**src/rtl/seg_xlate_pkg.sv**
```systemverilog
package seg_xlate_pkg;

  localparam int LA_W     = 32;
  localparam int PA_W     = 36;
  localparam int MIN_CODE = 11;

  typedef enum logic [1:0] {
    XF_OK   = 2'd0,
    XF_MISS = 2'd1,
    XF_PERM = 2'd2
  } xfault_e;

  typedef enum logic [1:0] {
    AK_READ  = 2'd0,
    AK_WRITE = 2'd1,
    AK_EXEC  = 2'd2,
    AK_RSVD  = 2'd3
  } akind_e;

  typedef struct packed {
    logic [19:0] base;
    logic [4:0]  code;
  } seg_hi_t;

  typedef struct packed {
    logic [23:0] repl;
    logic [5:0]  perm;
  } seg_lo_t;

  // Power-up contents: identity map of the two halves of the logical space.
  function automatic seg_hi_t rst_hi(input int idx);
    seg_hi_t v;
    v = '0;
    if (idx == 0) begin
      v.base = 20'h00000; v.code = 5'h1E;
    end else if (idx == 1) begin
      v.base = 20'h80000; v.code = 5'h1E;
    end
    return v;
  endfunction

  function automatic seg_lo_t rst_lo(input int idx);
    seg_lo_t v;
    v = '0;
    if (idx == 0) begin
      v.repl = 24'h000000; v.perm = 6'h3F;
    end else if (idx == 1) begin
      v.repl = 24'h080000; v.perm = 6'h3F;
    end
    return v;
  endfunction

endpackage

```
**src/rtl/seg_regfile.sv**
```systemverilog
module seg_regfile
  import seg_xlate_pkg::*;
#(
  parameter int NUM_SEG = 16,
  localparam int IDX_W  = $clog2(NUM_SEG)
) (
  input  logic                     clk,
  input  logic                     rst_n,
  input  logic                     cfg_wr,
  input  logic [IDX_W:0]           cfg_addr,
  input  logic [31:0]              cfg_wdata,
  output logic [31:0]              cfg_rdata,
  output seg_hi_t [NUM_SEG-1:0]    hi_q,
  output seg_lo_t [NUM_SEG-1:0]    lo_q
);

  logic [IDX_W-1:0] sel_idx;
  logic             sel_high;
  logic             unused_wbits;

  assign sel_idx      = cfg_addr[IDX_W:1];
  assign sel_high     = cfg_addr[0];
  assign unused_wbits = ^{cfg_wdata[11:5], cfg_wdata[7:6]};

  for (genvar g = 0; g < NUM_SEG; g++) begin : g_seg
    always_ff @(posedge clk or negedge rst_n) begin
      if (!rst_n) begin
        hi_q[g] <= rst_hi(g);
        lo_q[g] <= rst_lo(g);
      end else if (cfg_wr && (sel_idx == IDX_W'(g))) begin
        if (sel_high) begin
          hi_q[g].base <= cfg_wdata[31:12];
          hi_q[g].code <= cfg_wdata[4:0];
        end else begin
          lo_q[g].repl <= cfg_wdata[31:8];
          lo_q[g].perm <= cfg_wdata[5:0];
        end
      end
    end
  end

  always_comb begin
    if (sel_high)
      cfg_rdata = {hi_q[sel_idx].base, 7'b0, hi_q[sel_idx].code};
    else
      cfg_rdata = {lo_q[sel_idx].repl, 2'b0, lo_q[sel_idx].perm};
  end

endmodule

```
**src/rtl/seg_match.sv**
```systemverilog
module seg_match
  import seg_xlate_pkg::*;
(
  input  seg_hi_t          hi,
  input  seg_lo_t          lo,
  input  logic [LA_W-1:0]  laddr,
  output logic             hit,
  output logic [PA_W-1:0]  paddr
);

  logic [5:0]      nbits;
  logic [LA_W-1:0] off_mask;
  logic            enabled;

  assign nbits    = {1'b0, hi.code} + 6'd1;
  assign off_mask = ~({LA_W{1'b1}} << nbits);
  assign enabled  = (hi.code >= 5'(MIN_CODE));
  assign hit      = enabled && (((laddr ^ {hi.base, 12'b0}) & ~off_mask) == '0);
  assign paddr    = ({lo.repl, 12'b0} & ~{4'b0, off_mask}) | {4'b0, laddr & off_mask};

endmodule

```
**src/rtl/seg_select.sv**
```systemverilog
module seg_select
  import seg_xlate_pkg::*;
#(
  parameter int NUM_SEG = 16,
  localparam int IDX_W  = $clog2(NUM_SEG)
) (
  input  logic                              clk,
  input  logic                              rst_n,
  input  logic [NUM_SEG-1:0]                hit,
  input  logic [NUM_SEG-1:0][PA_W-1:0]      paddr_in,
  input  seg_lo_t [NUM_SEG-1:0]             lo,
  input  logic [1:0]                        kind,
  input  logic                              priv,
  output xfault_e                           fault,
  output logic [PA_W-1:0]                   paddr,
  output logic [IDX_W-1:0]                  seg
);

  logic             any_hit;
  logic [5:0]       perm;
  logic [2:0]       pbit;
  logic             allowed;

  // Later (higher-numbered) hits override earlier ones.
  always_comb begin
    any_hit = 1'b0;
    seg     = '0;
    for (int i = 0; i < NUM_SEG; i++) begin
      if (hit[i]) begin
        any_hit = 1'b1;
        seg     = IDX_W'(i);
      end
    end
  end

  assign perm    = lo[seg].perm;
  assign pbit    = priv ? (3'd3 + {1'b0, kind}) : {1'b0, kind};
  assign allowed = (kind != AK_RSVD) && perm[pbit];

  always_comb begin
    if (!any_hit) begin
      fault = XF_MISS;
      paddr = '0;
    end else if (!allowed) begin
      fault = XF_PERM;
      paddr = '0;
    end else begin
      fault = XF_OK;
      paddr = paddr_in[seg];
    end
  end


  ok_from_hit_chk: assert property (@(posedge clk) disable iff (!rst_n)
    (fault == XF_OK) |-> hit[seg]);


  miss_no_hit_chk: assert property (@(posedge clk) disable iff (!rst_n)
    (fault == XF_MISS) |-> (hit == '0));

endmodule

```
**src/rtl/seg_xlate_unit.sv**
```systemverilog
module seg_xlate_unit
  import seg_xlate_pkg::*;
#(
  parameter int NUM_SEG = 16,
  localparam int IDX_W  = $clog2(NUM_SEG),
  localparam int CFG_AW = IDX_W + 1
) (
  input  logic              clk,
  input  logic              rst_n,
  input  logic              cfg_wr,
  input  logic [CFG_AW-1:0] cfg_addr,
  input  logic [31:0]       cfg_wdata,
  output logic [31:0]       cfg_rdata,
  input  logic              req_valid,
  output logic              req_ready,
  input  logic [31:0]       req_addr,
  input  logic [1:0]        req_kind,
  input  logic              req_priv,
  output logic              rsp_valid,
  input  logic              rsp_ready,
  output logic [35:0]       rsp_paddr,
  output logic [1:0]        rsp_fault,
  output logic [IDX_W-1:0]  rsp_seg
);

  seg_hi_t [NUM_SEG-1:0]           hi_q;
  seg_lo_t [NUM_SEG-1:0]           lo_q;
  logic [NUM_SEG-1:0]              hit;
  logic [NUM_SEG-1:0][PA_W-1:0]    seg_pa;
  xfault_e                         x_fault;
  logic [PA_W-1:0]                 x_paddr;
  logic [IDX_W-1:0]                x_seg;
  logic                            accept;

  seg_regfile #(.NUM_SEG(NUM_SEG)) u_regs (
    .clk       (clk),
    .rst_n     (rst_n),
    .cfg_wr    (cfg_wr),
    .cfg_addr  (cfg_addr),
    .cfg_wdata (cfg_wdata),
    .cfg_rdata (cfg_rdata),
    .hi_q      (hi_q),
    .lo_q      (lo_q)
  );

  for (genvar g = 0; g < NUM_SEG; g++) begin : g_match
    seg_match u_match (
      .hi    (hi_q[g]),
      .lo    (lo_q[g]),
      .laddr (req_addr),
      .hit   (hit[g]),
      .paddr (seg_pa[g])
    );
  end

  seg_select #(.NUM_SEG(NUM_SEG)) u_sel (
    .clk      (clk),
    .rst_n    (rst_n),
    .hit      (hit),
    .paddr_in (seg_pa),
    .lo       (lo_q),
    .kind     (req_kind),
    .priv     (req_priv),
    .fault    (x_fault),
    .paddr    (x_paddr),
    .seg      (x_seg)
  );

  assign req_ready = !rsp_valid || rsp_ready;
  assign accept    = req_valid && req_ready;

  always_ff @(posedge clk or negedge rst_n) begin
    if (!rst_n) begin
      rsp_valid <= 1'b0;
      rsp_paddr <= '0;
      rsp_fault <= XF_OK;
      rsp_seg   <= '0;
    end else if (accept) begin
      rsp_valid <= 1'b1;
      rsp_paddr <= x_paddr;
      rsp_fault <= x_fault;
      rsp_seg   <= x_seg;
    end else if (rsp_ready) begin
      rsp_valid <= 1'b0;
    end
  end


  stall_hold_chk: assert property (@(posedge clk) disable iff (!rst_n)
    (rsp_valid && !rsp_ready) |=> (rsp_valid && $stable(rsp_paddr) && $stable(rsp_fault) && $stable(rsp_seg)));


  rsp_origin_chk: assert property (@(posedge clk) disable iff (!rst_n)
    $rose(rsp_valid) |-> $past(req_valid));


  offset_pass_chk: assert property (@(posedge clk) disable iff (!rst_n)
    (req_valid && req_ready) |=> (rsp_fault != XF_OK || rsp_paddr[11:0] == $past(req_addr[11:0])));


  miss_zero_chk: assert property (@(posedge clk) disable iff (!rst_n)
    (rsp_valid && rsp_fault == XF_MISS) |-> (rsp_paddr == '0 && rsp_seg == '0));


  fault_code_chk: assert property (@(posedge clk) disable iff (!rst_n)
    rsp_valid |-> (rsp_fault != 2'd3));

endmodule

```
**config.mk**
```make
export PLATFORM = sky130hd
export DESIGN_NAME = seg_xlate_unit
export DESIGN_NICKNAME = d
export VERILOG_FILES = /design/src/rtl/seg_xlate_pkg.sv /design/src/rtl/seg_regfile.sv /design/src/rtl/seg_match.sv /design/src/rtl/seg_select.sv /design/src/rtl/seg_xlate_unit.sv
export SDC_FILE = /design/constraint.sdc
export NUM_CORES = 2
export LEC_CHECK = 0
export CAP_MARGIN = 20
export CORE_MARGIN = 1.5
export CORE_UTILIZATION = 31
export CTS_BUF_LIST = sky130_fd_sc_hd__clkbuf_4
export DETAILED_ROUTE_END_ITERATION = 10
export DONT_BUFFER_PORTS = 1
export PLACE_DENSITY = 0.53
export SYNTH_ARGS = -nofsm -noshare
export SYNTH_HDL_FRONTEND = slang
export SYNTH_SLANG_ARGS = --single-unit
```
**constraint.sdc**
```tcl
create_clock -name clk -period 6.5 [get_ports clk]
set_clock_uncertainty 0.2 [all_clocks]
set_input_delay 0.975 -clock clk [delete_from_list [all_inputs] [get_ports clk]]
set_output_delay 0.975 -clock clk [all_outputs]
set_load 0.005 [all_outputs]
```
==> summary.txt <==
Floorplan
  – Die area: 207,000 sq um
  – Core area: 203,000 sq um
  – Placement row count: 165
  – Starting Density: 31.3%
  – Die X: 455 um
  – Top-level port count: 153
  – Die height: around 460 um

Final layout
  – Most frequent cells in the layout: mux2_2, dfrtp_1, nand2_1, clkbuf_4, buf_4
  – Nets: 6,479
  – Area delta synth->final: 15.9%
  – Most common cell after layout, fill and taps aside: mux2_2
  – FILL cells: 20,600
  – Footprint of the multi-input gates: 37,800 sq um
  – Final design instance area without fill: ~74,000 sq um
  – FF/Latch Area: ~23,000 sq um
  – Final non-filler cell total: ~9,200
  – Layout cell share with drive strength beyond 1: about a third

Clock network
  – Clk_lat worst skew: 1420 ps
  – CTS sink cnt: just over 900
  – CTS root buf: clkbuf_4
  – H-Tree Level Count: 5
  – Longest Clk Path Bufs: 4
  – CTS tree: done
  – Clock slew at reported path FFs: 60 ps
  – CTS Buf Count: 300

Global route
  – Vias in the first global route: 55,800
  – Initial antenna violation count: 69
  – First-pass GRT wire length: around 480,000 um
  – Largest net degree at the start of global routing: ~230
  – GRT Overall Usage: 33.7%
  – Total gr overflow: 0

Timing
  – Max-slew violations: 0
  – Worst hold margin: 78.9 ps
  – RSZ-0062 raised after global routing: true
  – Tcrit/Tclk final: between 90% and 100%
  – Hold Fails Final Rpt: 0
  – Rel. slew slack: around 8.0%
  – Setup violators final: 0
  – Fmax achieved: 157 MHz
  – Slew of the pin with the lowest slew margin: 1380 ps
  – Crit path time final: 6380 ps

Placement
  – Gp weighted congestion: ~1.1
  – PortBufs: 0
  – Placed wire-length estimate: ~250,000 um
  – Cell count after placement: 8,584
  – Post-DP Area: 68,300 sq um

Synthesis
  – Synth cell types: between 100 and 150
  – Post-synth EDFFs: 0
  – Top_reg_cell synth: dfrtp_1
  – Post-synthesis mux area share: approximately 28%
  – Largest family of logic cells by synthesized area: multiplexers
  – Asr flop ratio synth: 100%
  – Synth Area in Simple Gates: about a tenth
  – Syn_area_per_cell: ~11 sq um
  – Mapped cell area: 63,400 sq um
  – Yosys warning count: 0
  – Synthesized flop and latch total: 923
  – Xor-xnor portion of the synthesized cell area: 5.03%
  – Post-Synth Adder-Cell Area: 1.37%
  – Compound-Gate Fraction of Synth Area: 14.2%
  – Post-synthesis cell count: 6,021
  – Post-synthesis sequential area ratio: 36.5%

Pwr
  – Pleak: 0.0308 uW
  – Total power of the final layout: about 22,000 uW
  – VDD IR max: 0.209 mV
  – PwrDens: ~300 nW/um^2

Worst setup path
  – WP data required: 7550 ps
  – Crit. End Element: flip-flop
  – Crit path arrival time: 7440 ps
  – Top fanout value on the critical path: 13
  – Crit path launch type: flip-flop
  – Crit Path Class: reg -> reg

Run
  – # Max-Cap Violations: 0

Outcome
  – Status: finished, final reports clean

Detailed routing
  – Router iterations before antenna repair: 8
  – WL final: 357,000 um
  – Wire per inst: 38.8 um
  – Vias per cell: 6.51
  – Residual DRC: 0
  – Number of routed nets with antenna violations: 0
  – DR iter-0 viols: 10,100
  – Routed via count: 60,000

Worst hold path
  – Min-Delay Path Class: in -> reg
where the power goes:
group          leakage (uW)  switching [uW]  internal, uW
registers            0.0118            1200          6850
clock network       0.00209            2910          3060
logic                0.0170            4920          3340
total                0.0308            9020         13300
metrics by stage:
stage / util [%] / TNS [ps] / worst slack (ps)
after global placement: 33.7 / -239 / -239
after CTS: 36.2 / 0 / 79.7
after detailed placement: 33.7 / 0 / 111
final: 36.3 / 0 / 117
after floorplan: - / 0 / 991
after global routing: 36.2 / -12.1 / -11.6
sequential cells by signal (all words and copies together), names as in the netlist:
| register | count |
|---|---|
| rsp_fault | 2 |
| rsp_paddr | 36 |
| rsp_seg | 4 |
| rsp_valid | 1 |
| u_regs.hi_q | 400 |
| u_regs.lo_q | 480 |
area by class of cell:
class                      instances  share of cell area (%)
multi-input combinational       4443                    51.5
sequential                       923                    31.5
timing repair buffer             563                    7.16
tap                             2672                    4.55
clock buffer                     421                    4.30
inverter                         105                   0.536
clock inverter                    53                   0.397
antenna                           39                   0.133
synthesized netlist by cell type (all sizes together), types with 32 or more instances:
library cell | instances | area share, %
nor2b | 45 | 0.44
o311ai | 35 | 0.48
nand3 | 166 | 1.3
mux2i | 125 | 2.0
o31ai | 36 | 0.47
ha | 66 | 1.3
nor3 | 101 | 0.81
nor2 | 244 | 1.4
xor2 | 203 | 2.8
inv | 105 | 0.62
dfrtp | 901 | 36
clkbuf | 385 | 2.3
and3 | 64 | 0.63
nand2b | 44 | 0.43
mux2 | 916 | 16
o21ai | 265 | 2.1
o22ai | 49 | 0.49
buf | 166 | 1.3
a31oi | 72 | 0.71
o211ai | 55 | 0.65
a22oi | 32 | 0.38
mux4 | 276 | 9.8
nand2 | 479 | 2.8
a21boi | 41 | 0.49
xnor2 | 158 | 2.2
or2 | 32 | 0.32
a21oi | 268 | 2.1
or3 | 51 | 0.50
a211oi | 70 | 0.84
worst max-delay path, cell delays in order, from the launching register on:
cell and delay, ps:
dfrtp_1 450, ha_1 210, inv_1 50, ha_1 350
or2_2 390, a22oi_1 220, a311oi_1 110, or4_1 550
nor4_2 200, or3b_2 590, a21oi_1 230, o21ai_0 210
o21a_4 340, buf_12 170, buf_12 140, buf_4 140
a211oi_1 380, buf_4 180, o22ai_1 230, mux2_2 350
a221oi_1 290, buf_4 190, o21ai_1 60
final timing paths:
| path | startpoint | endpoint | slack (ps) | cells after the start |
|---|---|---|---|---|
| setup / recovery | u_regs.hi_q[275]$_DFFE_PN0P_ | rsp_paddr[23]$_DFFE_PN0P_ | 120 | 22 |
| hold / removal | req_addr[21] | rsp_paddr[21]$_DFFE_PN0P_ | 80 | 5 |
| setup reg to reg | u_regs.hi_q[275]$_DFFE_PN0P_ | rsp_paddr[23]$_DFFE_PN0P_ | 120 | 22 |
| hold reg to reg | u_regs.hi_q[279]$_DFFE_PN0P_ | u_regs.hi_q[279]$_DFFE_PN0P_ | 310 | 1 |
| max in group asynchronous | rst_n | u_regs.hi_q[117]$_DFFE_PN0P_ | 2190 | 6 |
| min in group asynchronous | rst_n | rsp_paddr[35]$_DFFE_PN0P_ | 560 | 2 |
what timing repair did:
item | in CTS | in global routing
endpoints found under the setup margin | 0 | 37
buffers inserted | 0 | 1
endpoints found under the hold margin | 1075 | 0
gates resized for setup | 0 | 13
hold buffers | 118 | 0
layer usage:
metal	up-vias	GRT usage [%]	share of wire [%]	routed length, um
met3	1162	12.8	14	49900
li1	23400	-	-	-
met5	-	0	0.081	288
met1	30600	43.3	38	135000
met2	4768	45.9	40	141000
met4	44	24.2	8.7	31100
logic make-up after synthesis:
logic type      count (synthesis)
mux                          1317
other cells                     1
fa+ha+maj                      70
xor+xnor                      361
simple gates                 1394
flops                         923
compound gates               1299
buf+inv                       656
Note: power is estimated with default switching activity, not from simulation.
